## src/rtl/zol_pkg.sv

```systemverilog
package zol_pkg;
  localparam int unsigned ZOL_LEVELS  = 6;
  localparam int unsigned ZOL_SLOT_W  = 4;
  localparam int unsigned ZOL_COUNT_W = 16;

  typedef enum logic [2:0] {
    STEP_IDLE,
    STEP_SEQ,
    STEP_LOOP,
    STEP_EXIT,
    STEP_JUMP
  } step_e;
endpackage

```

## src/rtl/zol_cfg_bank.sv

```systemverilog
module zol_cfg_bank #(
  parameter int unsigned NLVL    = 6,
  parameter int unsigned SLOT_W  = 4,
  parameter int unsigned COUNT_W = 16,
  localparam int unsigned LVL_W  = (NLVL > 1) ? $clog2(NLVL) : 1
) (
  input  logic               clk,
  input  logic               rst_n,
  input  logic               we,
  input  logic [LVL_W-1:0]   wr_lvl,
  input  logic [SLOT_W-1:0]  wr_first,
  input  logic [SLOT_W-1:0]  wr_last,
  input  logic [COUNT_W-1:0] wr_count,
  output logic [SLOT_W-1:0]  first_o [NLVL],
  output logic [SLOT_W-1:0]  last_o  [NLVL],
  output logic [COUNT_W-1:0] count_o [NLVL]
);
  for (genvar g = 0; g < NLVL; g++) begin : g_lvl
    logic sel;
    assign sel = we && (wr_lvl == LVL_W'(g));
    always_ff @(posedge clk) begin
      if (!rst_n) begin
        first_o[g] <= '0;
        last_o[g]  <= '0;
        count_o[g] <= '0;
      end else if (sel) begin
        first_o[g] <= wr_first;
        last_o[g]  <= wr_last;
        count_o[g] <= wr_count;
      end
    end
  end
endmodule

```

## src/rtl/zol_pass_counters.sv

```systemverilog
module zol_pass_counters #(
  parameter int unsigned NLVL    = 6,
  parameter int unsigned COUNT_W = 16
) (
  input  logic               clk,
  input  logic               rst_n,
  input  logic [NLVL-1:0]    wr_en,
  input  logic [COUNT_W-1:0] wr_val [NLVL],
  output logic [COUNT_W-1:0] left_o [NLVL]
);
  for (genvar g = 0; g < NLVL; g++) begin : g_cnt
    always_ff @(posedge clk) begin
      if (!rst_n)        left_o[g] <= '0;
      else if (wr_en[g]) left_o[g] <= wr_val[g];
    end
  end
endmodule

```

## src/rtl/zol_nest_ctrl.sv

```systemverilog
module zol_nest_ctrl #(
  parameter int unsigned NLVL    = zol_pkg::ZOL_LEVELS,
  parameter int unsigned SLOT_W  = zol_pkg::ZOL_SLOT_W,
  parameter int unsigned COUNT_W = zol_pkg::ZOL_COUNT_W,
  localparam int unsigned LVL_W  = (NLVL > 1) ? $clog2(NLVL) : 1,
  localparam int unsigned DEP_W  = $clog2(NLVL + 1)
) (
  input  logic               clk,
  input  logic               rst_n,
  input  logic               cfg_we,
  input  logic [LVL_W-1:0]   cfg_lvl,
  input  logic [SLOT_W-1:0]  cfg_start,
  input  logic [SLOT_W-1:0]  cfg_end,
  input  logic [COUNT_W-1:0] cfg_count,
  input  logic [DEP_W-1:0]   nest_depth,
  input  logic               go,
  input  logic               cond_exit,
  input  logic [LVL_W-1:0]   exit_lvl,
  input  logic               cond_jump,
  input  logic [LVL_W-1:0]   jump_lvl,
  output logic               issue_valid,
  output logic [SLOT_W-1:0]  issue_slot,
  output logic               done,
  output logic [DEP_W-1:0]   active_depth
);
  import zol_pkg::*;

  function automatic logic [COUNT_W-1:0] pass_total(input logic [COUNT_W-1:0] c);
    return (c == '0) ? COUNT_W'(1) : c;
  endfunction

  function automatic logic [SLOT_W-1:0] slot_after(input logic [SLOT_W-1:0] s);
    return s + 1'b1;
  endfunction

  logic [SLOT_W-1:0]  lvl_first [NLVL];
  logic [SLOT_W-1:0]  lvl_last  [NLVL];
  logic [COUNT_W-1:0] lvl_count [NLVL];
  logic [COUNT_W-1:0] lvl_left  [NLVL];
  logic [COUNT_W-1:0] eff_left  [NLVL];
  logic [COUNT_W-1:0] left_val  [NLVL];
  logic [NLVL-1:0]    left_wr;

  zol_cfg_bank #(.NLVL(NLVL), .SLOT_W(SLOT_W), .COUNT_W(COUNT_W)) u_cfg (
    .clk(clk), .rst_n(rst_n), .we(cfg_we), .wr_lvl(cfg_lvl),
    .wr_first(cfg_start), .wr_last(cfg_end), .wr_count(cfg_count),
    .first_o(lvl_first), .last_o(lvl_last), .count_o(lvl_count)
  );

  zol_pass_counters #(.NLVL(NLVL), .COUNT_W(COUNT_W)) u_cnt (
    .clk(clk), .rst_n(rst_n), .wr_en(left_wr), .wr_val(left_val),
    .left_o(lvl_left)
  );

  logic              run_q, run_n;
  logic              done_q, done_n;
  logic [SLOT_W-1:0] pc_q, pc_n;
  logic [DEP_W-1:0]  dep_q, dep_n;
  logic [DEP_W-1:0]  ent_d, out_d;
  logic [LVL_W-1:0]  loop_lvl;
  logic [SLOT_W-1:0] loop_target;
  logic              loop_hit, scan_stop;
  logic              exit_ok, jump_ok;
  step_e             step;

  // named events for the checks
  logic loop_take, exit_take, jump_take;
  assign loop_take = (step == STEP_LOOP);
  assign exit_take = (step == STEP_EXIT);
  assign jump_take = (step == STEP_JUMP);

  // entry of nested levels at the current slot
  always_comb begin
    ent_d = dep_q;
    for (int k = 0; k < NLVL; k++) begin
      if (run_q && int'(ent_d) == k && k < int'(nest_depth) &&
          lvl_first[k] == pc_q)
        ent_d = DEP_W'(k + 1);
    end
  end

  // remaining passes as seen this cycle, loading entered levels
  always_comb begin
    for (int k = 0; k < NLVL; k++)
      eff_left[k] = (k >= int'(dep_q)) ? pass_total(lvl_count[k]) : lvl_left[k];
  end

  // innermost-first scan of levels ending at this slot
  always_comb begin
    loop_hit  = 1'b0;
    scan_stop = 1'b0;
    loop_lvl  = '0;
    out_d     = ent_d;
    for (int k = NLVL - 1; k >= 0; k--) begin
      if (!scan_stop && k < int'(ent_d)) begin
        if (lvl_last[k] == pc_q) begin
          if (eff_left[k] > COUNT_W'(1)) begin
            loop_hit  = 1'b1;
            loop_lvl  = LVL_W'(k);
            scan_stop = 1'b1;
          end else begin
            out_d = DEP_W'(k);
          end
        end else begin
          scan_stop = 1'b1;
        end
      end
    end
    loop_target = lvl_first[loop_lvl];
  end

  assign exit_ok = cond_exit && (DEP_W'(exit_lvl) < ent_d);
  assign jump_ok = cond_jump && (DEP_W'(jump_lvl) < ent_d);

  always_comb begin
    run_n    = run_q;
    done_n   = 1'b0;
    pc_n     = pc_q;
    dep_n    = dep_q;
    step     = STEP_IDLE;
    left_wr  = '0;
    left_val = eff_left;
    for (int k = 0; k < NLVL; k++)
      if (k >= int'(dep_q) && k < int'(ent_d)) left_wr[k] = 1'b1;

    if (!run_q) begin
      if (go) begin
        run_n = 1'b1;
        pc_n  = '0;
        dep_n = '0;
      end
    end else if (exit_ok) begin
      step  = STEP_EXIT;
      dep_n = DEP_W'(exit_lvl);
      pc_n  = slot_after(lvl_last[exit_lvl]);
      if (exit_lvl == '0) begin
        run_n  = 1'b0;
        done_n = 1'b1;
      end
    end else if (jump_ok) begin
      step  = STEP_JUMP;
      dep_n = DEP_W'(jump_lvl) + DEP_W'(1);
      pc_n  = lvl_first[jump_lvl];
    end else if (loop_hit) begin
      step               = STEP_LOOP;
      dep_n              = DEP_W'(loop_lvl) + DEP_W'(1);
      pc_n               = loop_target;
      left_wr[loop_lvl]  = 1'b1;
      left_val[loop_lvl] = eff_left[loop_lvl] - COUNT_W'(1);
    end else begin
      step  = STEP_SEQ;
      dep_n = out_d;
      pc_n  = slot_after(pc_q);
      if (ent_d != '0 && out_d == '0) begin
        run_n  = 1'b0;
        done_n = 1'b1;
      end
    end
  end

  always_ff @(posedge clk) begin
    if (!rst_n) begin
      run_q  <= 1'b0;
      done_q <= 1'b0;
      pc_q   <= '0;
      dep_q  <= '0;
    end else begin
      run_q  <= run_n;
      done_q <= done_n;
      pc_q   <= pc_n;
      dep_q  <= dep_n;
    end
  end

  assign issue_valid  = run_q;
  assign issue_slot   = pc_q;
  assign done         = done_q;
  assign active_depth = dep_q;

  assert_depth_bound_R11: assert property (@(posedge clk) disable iff (!rst_n)
    int'(active_depth) <= NLVL);
  assert_done_pulse_R10: assert property (@(posedge clk) disable iff (!rst_n)
    done |=> !done);
  assert_done_idle_R10: assert property (@(posedge clk) disable iff (!rst_n)
    done |-> !issue_valid);
  assert_loop_back_R5: assert property (@(posedge clk) disable iff (!rst_n)
    loop_take |=> issue_slot == $past(loop_target));
  assert_exit_depth_R7: assert property (@(posedge clk) disable iff (!rst_n)
    exit_take |=> active_depth == DEP_W'($past(exit_lvl)));
  assert_jump_depth_R8: assert property (@(posedge clk) disable iff (!rst_n)
    jump_take |=> active_depth == DEP_W'($past(jump_lvl)) + DEP_W'(1));
endmodule

```

## config.mk

```make
export PLATFORM = sky130hd
export DESIGN_NAME = zol_nest_ctrl
export DESIGN_NICKNAME = d
export VERILOG_FILES = /design/src/rtl/zol_pkg.sv /design/src/rtl/zol_cfg_bank.sv /design/src/rtl/zol_pass_counters.sv /design/src/rtl/zol_nest_ctrl.sv
export SDC_FILE = /design/constraint.sdc
export NUM_CORES = 1
export LEC_CHECK = 0
export BUFFER_PORTS_ARGS = -buffer_cell sky130_fd_sc_hd__buf_2
export CAP_MARGIN = 15
export CORE_AREA = 2 2 182 184
export CTS_CLUSTER_DIAMETER = 100
export DETAILED_ROUTE_END_ITERATION = 16
export DIE_AREA = 0 0 184 186
export PLACE_DENSITY = 0.63
export SYNTH_ARGS = -nofsm -noshare
export SYNTH_HDL_FRONTEND = slang
export SYNTH_HIERARCHICAL = 1
export SYNTH_SLANG_ARGS = --single-unit
export TNS_END_PERCENT = 50
```

## constraint.sdc

```tcl
create_clock -name clk -period 11.3 [get_ports clk]
set_input_delay 1.695 -clock clk [delete_from_list [all_inputs] [get_ports clk]]
set_output_delay 1.695 -clock clk [all_outputs]
set_load 0.05 [all_outputs]
```

# --- Word-level counts from Yosys, hierarchy flattened ---
# Cells that the tools add are included.
word_totals:
  register_bits: 249
  input_bits: 42
  output_inout_bits: 9
  wordCells: 288
classes:
  add_sub_neg: 5
  order_cmp: 32
  n_eq_ne: 22
  n_mux: 139
  bitwise_logic: 4
  reduce_logical: 58
ops:
  columns: ["cell", "count"]
  rows:
  - ["two-way mux 96 bit", 4]
  - ["two-way mux 16 bit", 15]
  - ["two-way mux 3 bit", 47]
  - ["bitwise mux 96 bit", 1]
  - ["> comparator 16 x 1 -> 1 bit (second input constant)", 6]
  - ["logical NOT 16 bit", 6]
  - ["two-way mux 1 bit", 51]
  - ["binary-select mux 16 bit (select 3 bit)", 1]
  - ["demux 16 bit (select 3 bit)", 1]
  - ["== test 4 bit", 12]
  - ["two-way mux 4 bit", 11]
  - ["logical AND 1 bit", 40]
  - ["binary-select mux 4 bit (select 3 bit)", 3]
  - ["two-way mux 6 bit", 4]
  - ["== test 3 bit (second input constant)", 6]
  - ["subtractor 16 x 1 -> 16 bit (second input constant)", 1]
  - ["greater-or-equal comparator 4 bit (second input constant)", 3]
  - ["logical NOT 3 bit", 4]
  - ["< comparator 1 x 3 -> 1 bit (first input constant)", 4]
  - ["< comparator 2 x 3 -> 1 bit (first input constant)", 4]
  - ["< comparator 3 bit (first input constant)", 4]
  - ["NOT 3 -> 4 bit", 3]
  - ["== test 3 x 2 -> 1 bit (second input constant)", 3]
  - ["adder 4 x 1 -> 4 bit (second input constant)", 2]
  - ["other kinds (15)", 24]

# --- Logic depth before layout (Yosys ltp) ---
# Gate-level depths: netlist of the first run.
depth:
  word_depth: 57
  mapped_depth: 25
  ltp_nobuf: 21

# --- By module ---
# The synthesis of the first run kept the hierarchy.
by_module_without_submodules:
  columns: ["module", "n_inst", "cells_per_inst", "area_each_um2", "seq_area_each_um2"]
  rows:
  - ["zol_nest_ctrl", 1, 974, 6825.3, 180.2]
  - ["zol_cfg_bank", 1, 499, 5302.6, 2882.8]
  - ["zol_pass_counters", 1, 310, 3743.6, 1921.8]

# --- Worst setup path after synthesis of the first run ---
# OpenSTA, ideal clock, no wires.
synth_timing:
  path_type: "input port to flip-flop"
  start: "in nest_depth[0]"
  end: "reg u_cnt/left_o[94] in the netlist's numbering"
  setup_ps: 65
  arrival_ps: 5909
  required_time_ps: 11235
  setup_slack_ps: 5326
  cell_stages: 20
  n_path_buf: 2
  cell_sequence: "a21oi_1 > or4_4 > nor2_2 > o2111ai_1 > a32o_1 > a21oi_4 > buf_2 > o32ai_1 > a211o_1 > and2_1 > inv_1 > ha_1 > inv_1 > a2111oi_2 > nand4_2 > or3_1 > buf_2 > a31oi_1 > mux2i_1 > nor2b_1"
synth_lines:
  columns: ["item", "line", "source"]
  rows:
  - ["from (decl)", "zol_nest_ctrl.sv:15", "input logic [DEP_W-1:0] nest_depth,"]
  - ["to (signal, indexed assignment)", "zol_pass_counters.sv:14", "else if (wr_en[g]) left_o[g] <= wr_val[g];"]
  - ["to (decl)", "zol_pass_counters.sv:9", "output logic [COUNT_W-1:0] left_o [NLVL]"]

==> results of run 1 <==
[registers in the layout (all words and copies together), names as in the netlist]
register       flops
u_cnt/left_o      96
issue_valid        1
active_depth       3
u_cfg/last_o      24
issue_slot         4
u_cfg/count_o     96
u_cfg/first_o     24
done               1
[kinds of logic (layout without fill, tap and decap cells)]
kind of cell,count (synthesis),in the layout
buffers and inverters,155,159
adder cells (fa/ha/maj),9,9
AO/OA/AOI/OAI,268,268
XOR/XNOR,57,57
AND/OR/NAND/NOR,646,646
flip-flops,249,249
multiplexers,399,399
[per-stage QoR]
step / hold slack, ps / power [mW]
after floorplan: 434 / 1.51
after global placement: 449 / 1.76
after detailed placement: 462 / 1.76
after CTS: 470 / 2.70
after global routing: 493 / 2.81
final: 465 / 2.72
[cell usage after synthesis, types with 36 or more instances]
cell type,number
nor2_1,77
clkbuf_1,45
a21oi_1,39
nand2_1,238
dfxtp_1,249
a31oi_1,45
buf_2,38
o21ai_0,43
mux2i_1,384
nor3_1,50
nor2b_1,92
nor4_1,36
[how the worst min path moves through the flow]
stage          depth (start not counted)  slack [ps]           endpoint
2_1_floorplan                          2         430  u_cfg/count_o[80]
3_3_place_gp                           2         450  u_cfg/count_o[16]
3_5_place_dp                           2         460  u_cfg/count_o[16]
4_1_cts                                2         470  u_cfg/count_o[16]
5_1_grt                                2         490  u_cfg/count_o[16]
6_report                               2         460  u_cfg/count_o[16]
[area by class of cell]
cell class / count / area (um^2)
clock buffer: 42 / 825
clock inverter: 10 / 121
fill: 2985 / 15100
inverter: 24 / 95.1
multi-input combinational: 1379 / 10000
sequential: 249 / 4990
tap: 408 / 510
timing repair buffer: 83 / 504
[metal layers]
layer,GRT usage,vias up,share of wire
met5,0,-,0
met4,0.108,0,0.034
met3,0.0980,97,0.10
met2,0.487,611,0.42
met1,0.447,6733,0.44
li1,-,6411,-
[worst reg2reg max path, delay by kind of cell, from the launching register on]
family,cells,cell delay [ps]
compound gates,8,3380
simple gates,6,2660
buf+inv,4,780
flops,1,310
fa+ha+maj,1,190
mux,1,90
[report_power, final]
part	internal (mW)	switching [mW]
logic	0.253	0.594
registers	0.897	0.0331
clock network	0.552	0.395
==> run summary, run 1 <==
Core area: 32,200 um^2
Hold WC Path Type: reg2reg
Levels on crit path: 20
Crit-path leading delay family: compound AO/OA/AOI/OAI gates
Adder-cell share of the synthesized area: 0.00709
Vias in the first global route: 13.5k
Hold Startpoint: u_cfg/count_o[16]
Buffers on Ports: 50
ANT nets after route: 0
Crit path capture: u_cnt/left_o[78]
Die span in y: 186 um
Crit Path Max Fanout: 42
Cells after Synth: 1,783
Ys async rst share: 0
Fmax: 0.134 GHz
Clock Skew: 12.9 ps
Final Instance Area: 17,100 um^2
Antenna violations before repair: 2
Largest family of logic cells by synthesized area: multiplexers
Reg clk slew, reported paths: 60 ps
Final clock period utilization by the worst path: 0.661
Reg2reg end: u_cnt/left_o[78]
Iter 0 DRT Violations: 1,373
Worst path required time: 11,810 ps
Final cell count without fillers: 2,195
Post-DR vias/cell: 6.31
Max incr delay on CP: 760 ps
Die Wd: 184 um
Area Growth Syn to Fin: 7.59%
Mapped cell area: 15,900 um^2
Area share of and/or/nand/nor cells after synthesis: 0.209
Yosys top cell by area: dfxtp_1
Max clock buf depth: 3
Synth Area in XOR/XNOR: 0.0315
RSZ-0062 raised after global routing: false
Max-Cap Viols: 0
Final hold viol count: 0
Clock Latency Late Sink: 580 ps
Tightest Pin Transition: 1290 ps
DP Cell Count: 2,143
Post-cts repair resize count: 0
Status: complete, no violations
Utilization after layout: 0.530
Leading post-synthesis cells by cell area: dfxtp_1 31%, mux2i_1 24%, nand2_1 5.6%
Average wire per standard cell: 25.3 um
Postcts setup bufs: 0
Critical Path Source Type: flip-flop
CTS tree: yes
Hold-fix buffers at CTS: 0
DRC: 0
H-tree levels: 1
Slew Viols, Final: 0
Peak VDD IR: 0.000148 V
# clock sinks: 249
1st-pass router iterations: 6
Max-slew headroom: 0.132
Mux cell area share after synthesis: 0.258
Routed WL: 55,600 um
Gr usage total: 0.326
Yosys reg bits: 249
Vias: 13.9k
Commonest non-fill, non-tap cells in the layout: 384 x mux2i_1, 248 x dfxtp_1, 238 x nand2_1
Final setup vio count: 0
Worst R2R Path Depth: 20
Critical path's slowest cell: nand2_1
Crit path launch: active_depth[1]
Register area share after synthesis: 0.314
CP endpoint kind: flip-flop
IO Pins: 51
Syn nets: 1,834
Syn_area_per_cell: 8.90 um^2
Placer Congestion: 0.987
Hpwl dp: 40,400 um
Final setup margin: 3830 ps
Placed Instance Area: 16,100 um^2
First-pass GRT wire length: 83,800 um
Ys flop type: dfxtp_1
Global route overflow: 0
Pin count of the biggest net entering global routing: 114
Share of layout cells above drive strength 1: 0.105
Die area: 34,200 um^2
Nets: 1,817
Final TNS setup: 0 ps
# rows: 66
Lkg Pwr: 6.90 nW
Cell Chain, Critical Path: buf_4, nand2_1, a221o_1, a2111o_1, and2_1, a311oi_2, o21bai_4, buf_4, o21a_1, a211o_1, and2_1, inv_1, ha_1, inv_1, a2111oi_2, nand4_2, or3_1, a31oi_1, mux2i_1, nor2b_1
Yosys cell types: 94
Crit path DAT: 7980 ps
Minimum clock period: 7470 ps
Reg-to-reg startpoint: active_depth[1]
Initial Util: 0.493
Total power per unit cell area: 159 nW/um^2
Reg2reg setup slack: 3830 ps
Commonest non-fill, non-tap cell in the layout: mux2i_1
Top cell type's share of synthesized area: 0.314
Yosys warns: 6
Compound-cell area share of the yosys netlist: 0.120
Post-synth EDFFs: 0
Root Buffer: clkbuf_16
Crit Path Class: reg2reg
Antenna diode count: 0
Dpl ws: 3600 ps
Crit path buffers/inverters: 4
Total clock buffers created by CTS: 29
Note: power is estimated with default switching activity, not from simulation.
==> run 2, diff against run 1 <==
==> constraint.sdc (replaced) <==
create_clock -name clk -period 7.19 [get_ports clk]
set_input_delay 1.0785 -clock clk [delete_from_list [all_inputs] [get_ports clk]]
set_output_delay 1.0785 -clock clk [all_outputs]
set_load 0.05 [all_outputs]
==> run summary, run 2 (synthesis gave the netlist of run 1 again) <==
# clock sinks: 249 (unchanged)
Crit path DAT: 7000 ps (-980 ps)
Nets: 1,840 (+1.3%)
Gr usage total: 0.356 (+0.0301)
Post-cts repair resize count: 0 (unchanged)
Hold WC Path Type: reg2reg
Buffers on Ports: 50 (unchanged)
Share of layout cells above drive strength 1: 0.119 (+0.0141)
Routed WL: 61,200 um (+10%)
Final Power: 4.62 mW (+70%)
CTS tree: yes
Max clock buf depth: 3 (unchanged)
Placed Instance Area: 16,300 um^2 (+1.1%)
Antenna violations before repair: 0 (-2)
Total power per unit cell area: 265 nW/um^2 (+66%)
Commonest non-fill, non-tap cells in the layout: 384 x mux2i_1, 248 x dfxtp_1, 238 x nand2_1
Reg-to-reg startpoint: issue_slot[2]
Vias: 14.3k (+3.0%)
Int Pwr: 2.92 mW (+72%)
Switch share: 0.368 (-0.00766)
Commonest non-fill, non-tap cell in the layout: mux2i_1
Placer Congestion: 0.951 (-3.7%)
Final hold viol count: 0 (unchanged)
Cell Chain, Critical Path: xor2_1, nor4_1, a21oi_1, nor2_2, a21o_1, inv_2, nand3b_4, o21bai_4, buf_4, o32a_1, o211ai_1, a222oi_1, nand2_1, o31ai_1, a31oi_1, mux2i_1, nor2b_1
Hold-fix buffers at CTS: 0 (unchanged)
1st-pass router iterations: 7 (+1)
Reg clk slew, reported paths: 70 ps (about the same)
Max incr delay on CP: 910 ps (+150 ps)
Net switching power: 1.70 mW (+66%)
Crit Path Max Fanout: 33 (-21%)
Hold Startpoint: u_cfg/count_o[48]
Final clock period utilization by the worst path: 0.909 (+0.248)
Final setup vio count: 0 (unchanged)
Post-DR vias/cell: 6.43 (+2.0%)
Iter 0 DRT Violations: 1,711 (+25%)
Reg2reg setup slack: 650 ps (-3170 ps)
Combinational power share: 0.315 (+0.004)
Reg2reg end: u_cnt/left_o[79]
Minimum clock period: 6540 ps (-936 ps)
DRC: 0 (unchanged)
Die area: 34,200 um^2 (unchanged)
Lkg Pwr: 7.08 nW (+2.5%)
Slew Viols, Final: 0 (unchanged)
Final TNS setup: 0 ps (unchanged)
First-pass GRT wire length: 89,900 um (+7.3%)
H-tree levels: 1 (unchanged)
Tightest Pin Transition: 1010 ps (-276 ps)
Worst hold stages: 2 (unchanged)
Critical Path Source Type: flip-flop
Hold Crit Endpoint: u_cfg/count_o[48]
Total clock buffers created by CTS: 30 (+3.4%)
Core area: 32,200 um^2 (unchanged)
Vias in the first global route: 13.5k (+0.23%)
ANT nets after route: 0 (unchanged)
Pin count of the biggest net entering global routing: 231 (+100%)
Max-Cap Viols: 0 (unchanged)
Seq pwr share: 0.318 (-0.024)
Crit Path Class: reg2reg
IO Pins: 51 (unchanged)
Critical path's slowest cell: dfxtp_1
Root Buffer: clkbuf_16
Postcts setup bufs: 0 (unchanged)
CP endpoint kind: flip-flop
Max-slew headroom: 0.325 (+0.193)
Status: complete, no violations
Worst R2R Path Depth: 17 (-15%)
Area Growth Syn to Fin: 9.70%
Peak VDD IR: 0.000192 V (+29%)
Final Instance Area: 17,400 um^2 (+2.0%)
Average wire per standard cell: 27.6 um (+9.0%)
Initial Util: 0.493 (unchanged)
Fmax: 0.153 GHz (+14%)
# rows: 66 (unchanged)
Antenna diode count: 0 (unchanged)
Clock Power Share: 0.366 (+0.019)
Hpwl dp: 45,400 um (+12%)
Global route overflow: 0 (unchanged)
Biggest regs: u_cfg/count_o x96, u_cnt/left_o x96
RSZ-0062 raised after global routing: false
Clock Skew: 40.5 ps (+27.6 ps)
Die span in y: 186 um (unchanged)
Clock Latency Late Sink: 610 ps (+30 ps)
Die Wd: 184 um (unchanged)
Worst path required time: 7650 ps (-4160 ps)
run 2: cell count changes in the layout (fill, tap and decap cells not counted), sizes merged:
cell	before	now
bufinv	2	7
clkbuf	42	36
buf	83	105
clkinv	7	8
clkinvlp	1	2
run 2: per-stage QoR:
step / util / setup slack [ps] / hold slack [ps] / cells
finish: 0.541 / 653 / 470 / 2218
global route: 0.541 / 130 / 476 / 2218
floorplan: - / 1830 / 434 / 1783
CTS: 0.541 / 869 / 466 / 2218
detailed placement: 0.507 / 805 / 458 / 2165
global placement: 0.507 / 880 / 447 / 2165
run 2: layout make-up:
| type | instances | area, um^2 |
|---|---|---|
| clock inverter | 17 | 294 |
| fill | 3102 | 14800 |
| sequential | 249 | 4990 |
| timing repair buffer | 105 | 682 |
| multi-input combinational | 1379 | 10000 |
| tap | 408 | 510 |
| inverter | 24 | 95.1 |
| clock buffer | 36 | 803 |
run 2: critical path: cells and delay by family (launching register included):
family,cells,cell delay [ps]
AO/OA/AOI/OAI,8,3050
AND/OR/NAND/NOR,5,1400
flip-flops,1,910
buffers and inverters,2,580
XOR/XNOR,1,220
multiplexers,1,180
run 2: how the worst max path moves through the flow:
stage,from,endpoint,cells after the start
finish,issue_slot[2],u_cnt/left_o[79],17
global route,issue_slot[2],u_cnt/left_o[29],17
detailed placement,nest_depth[2],u_cnt/left_o[79],18
CTS,issue_slot[2],u_cnt/left_o[79],17
floorplan,nest_depth[0],u_cnt/left_o[94],20
global placement,nest_depth[2],u_cnt/left_o[63],18
run 2: layer usage:
metal  wire length, um  global-route usage
met5                 0                   0
met3              6350              0.0935
met2             25300               0.515
met1             27700               0.516
met4              1790               0.102
run 2: power by group through the flow:
stage	combinational, mW	clock [mW]	sequential, mW
final	1.46	1.69	1.47
after global routing	1.52	1.76	1.47
after CTS	1.40	1.71	1.47
after detailed placement	1.40	0	1.50
after global placement	1.40	0	1.49
after floorplan	0.890	0	1.48
==> run 3, diff against run 2 <==
--- a/config.mk
+++ b/config.mk
@@ -12,6 +12,7 @@
 export DETAILED_ROUTE_END_ITERATION = 16
 export DIE_AREA = 0 0 184 186
 export PLACE_DENSITY = 0.63
+export SETUP_SLACK_MARGIN = 0.5
 export SYNTH_ARGS = -nofsm -noshare
 export SYNTH_HDL_FRONTEND = slang
 export SYNTH_HIERARCHICAL = 1
==> constraint.sdc (replaced) <==
create_clock -name clk -period 7.6 [get_ports clk]
set_input_delay 1.14 -clock clk [delete_from_list [all_inputs] [get_ports clk]]
set_output_delay 1.14 -clock clk [all_outputs]
set_load 0.05 [all_outputs]
==> run summary, run 3 (synthesis gave the netlist of run 1 again) <==
Status: complete, no violations
Slew Viols, Final: 0 (unchanged)
Vias: 14.0k (-1.6%)
Post-DR vias/cell: 6.34 (-1.4%)
Area Growth Syn to Fin: 9.20%
Final TNS setup: 0 ps (unchanged)
Crit-path leading delay family: compound AO/OA/AOI/OAI gates
DP Cell Count: 2,161 (-0.18%)
Pin count of the biggest net entering global routing: 107 (-54%)
Dpl ws: 709 ps (-96.8 ps)
Hold WC Path Type: reg2reg
Placer Congestion: 0.974 (+2.5%)
Max incr delay on CP: 1000 ps (+90 ps)
RSZ-0062 raised after global routing: false
First-pass GRT wire length: 85,300 um (-5.1%)
Biggest regs: u_cfg/count_o x96, u_cnt/left_o x96
Reg clk slew, reported paths: 70 ps (about the same)
Worst path required time: 8080 ps (+430 ps)
Clock Latency Late Sink: 590 ps (-20 ps)
Lkg Pwr: 7.04 nW (-0.52%)
1st-pass router iterations: 5 (-2)
Vias in the first global route: 13.5k (+0.16%)
Crit path DAT: 7240 ps (+240 ps)
Peak VDD IR: 0.000211 V (+10%)
Routed WL: 57,500 um (-6.1%)
Antenna diode count: 0 (unchanged)
Root Buffer: clkbuf_16
Share of layout cells above drive strength 1: 0.117 (-0.00195)
Cell Chain, Critical Path: nand2_1, a221o_1, a2111o_1, and2_1, a311oi_2, o21bai_4, buf_4, o21ai_4, o211ai_1, a222oi_1, nand2_1, o31ai_1, a31oi_1, mux2i_1, nor2b_1
Global route overflow: 0 (unchanged)
Max-slew headroom: 0.229 (-0.0958)
Final hold viol count: 0 (unchanged)
DRC: 0 (unchanged)
Final setup margin: 847 ps (+194 ps)
Max-Cap Viols: 0 (unchanged)
Max clock buf depth: 3 (unchanged)
Critical path's slowest cell: o31ai_1
Final clock period utilization by the worst path: 0.889 (-0.0206)
ANT nets after route: 0 (unchanged)
Commonest non-fill, non-tap cell in the layout: mux2i_1
H-tree levels: 1 (unchanged)
Crit path buffers/inverters: 1 (-1)
Core area: 32,200 um^2 (unchanged)
Commonest non-fill, non-tap cells in the layout: 384 x mux2i_1, 247 x dfxtp_1, 238 x nand2_1
Utilization after layout: 0.538 (-0.00249)
CP endpoint kind: flip-flop
Total clock buffers created by CTS: 29 (-3.3%)
Hold Slack: 459 ps (-10.5 ps)
Critical Path Source Type: flip-flop
Final setup vio count: 0 (unchanged)
Tightest Pin Transition: 1150 ps (+134 ps)
Placed Instance Area: 16,300 um^2 (-0.33%)
Buffers on Ports: 50 (unchanged)
Clock Skew: 21.3 ps (-19.2 ps)
Iter 0 DRT Violations: 1,426 (-17%)
Postcts setup bufs: 0 (unchanged)
CP most frequent cell: nand2_1
Die area: 34,200 um^2 (unchanged)
Total power per unit cell area: 244 nW/um^2 (-8.1%)
# clock sinks: 249 (unchanged)
Gr usage total: 0.334 (-0.0218)
Average wire per standard cell: 26.0 um (-5.9%)
Crit Path Class: reg2reg
Die Wd: 184 um (unchanged)
CTS tree: yes
Final Power: 4.23 mW (-8.5%)
Final Instance Area: 17,300 um^2 (-0.46%)
IO Pins: 51 (unchanged)
Die span in y: 186 um (unchanged)
Fmax: 0.148 GHz (-3.2%)
Nets: 1,835 (-0.27%)
Minimum clock period: 6750 ps (+216 ps)
Hpwl dp: 42,200 um (-7.0%)
# rows: 66 (unchanged)
Initial Util: 0.493 (unchanged)
Final cell count without fillers: 2,214 (-0.18%)
Crit Path Max Fanout: 28 (-15%)
Antenna violations before repair: 1 (+1)
==> run 3: final cells by class <==
| cell class | count | area (um^2) |
|---|---|---|
| fillers | 3031 | 14900 |
| clock inverters | 17 | 265 |
| clock buffers | 36 | 792 |
| inverters | 24 | 95.1 |
| well taps | 408 | 510 |
| flip-flops and latches | 249 | 4990 |
| repair buffers | 101 | 639 |
| multi-input cells | 1379 | 10000 |
==> run 3: per-layer routing <==
metal	vias up	part of all wire	track usage
li1	6456	-	-
met1	6828	0.45	0.469
met2	632	0.42	0.494
met3	122	0.098	0.0898
met4	4	0.033	0.112
met5	-	0.00045	0.00148
==> run 3: power breakdown <==
part / switching [mW] / internal [mW] / total, mW
logic: 0.892 / 0.399 / 1.29
clock network: 0.609 / 0.947 / 1.56
registers: 0.0448 / 1.33 / 1.38
==> run 3: final timing paths <==
path                                          end  slack [ps]  cells after the start              start
worst max-delay path             u_cnt/left_o[95]         850                     15    active_depth[2]
worst min-delay path            u_cfg/count_o[16]         460                      2  u_cfg/count_o[16]
worst max register to register   u_cnt/left_o[95]         850                     15    active_depth[2]
worst min register to register  u_cfg/count_o[16]         460                      2  u_cfg/count_o[16]
==> run 3: worst min-delay path: stages, from the launching register on <==
cell     delay [ps]
dfxtp_1         300
nand2_1          50
mux2i_1          50
==> run 3: repair_timing <==
item | in CTS | in global routing
endpoints found under the setup margin | 0 | 6
hold buffers | 0 | 0
gates resized for setup | 0 | 2
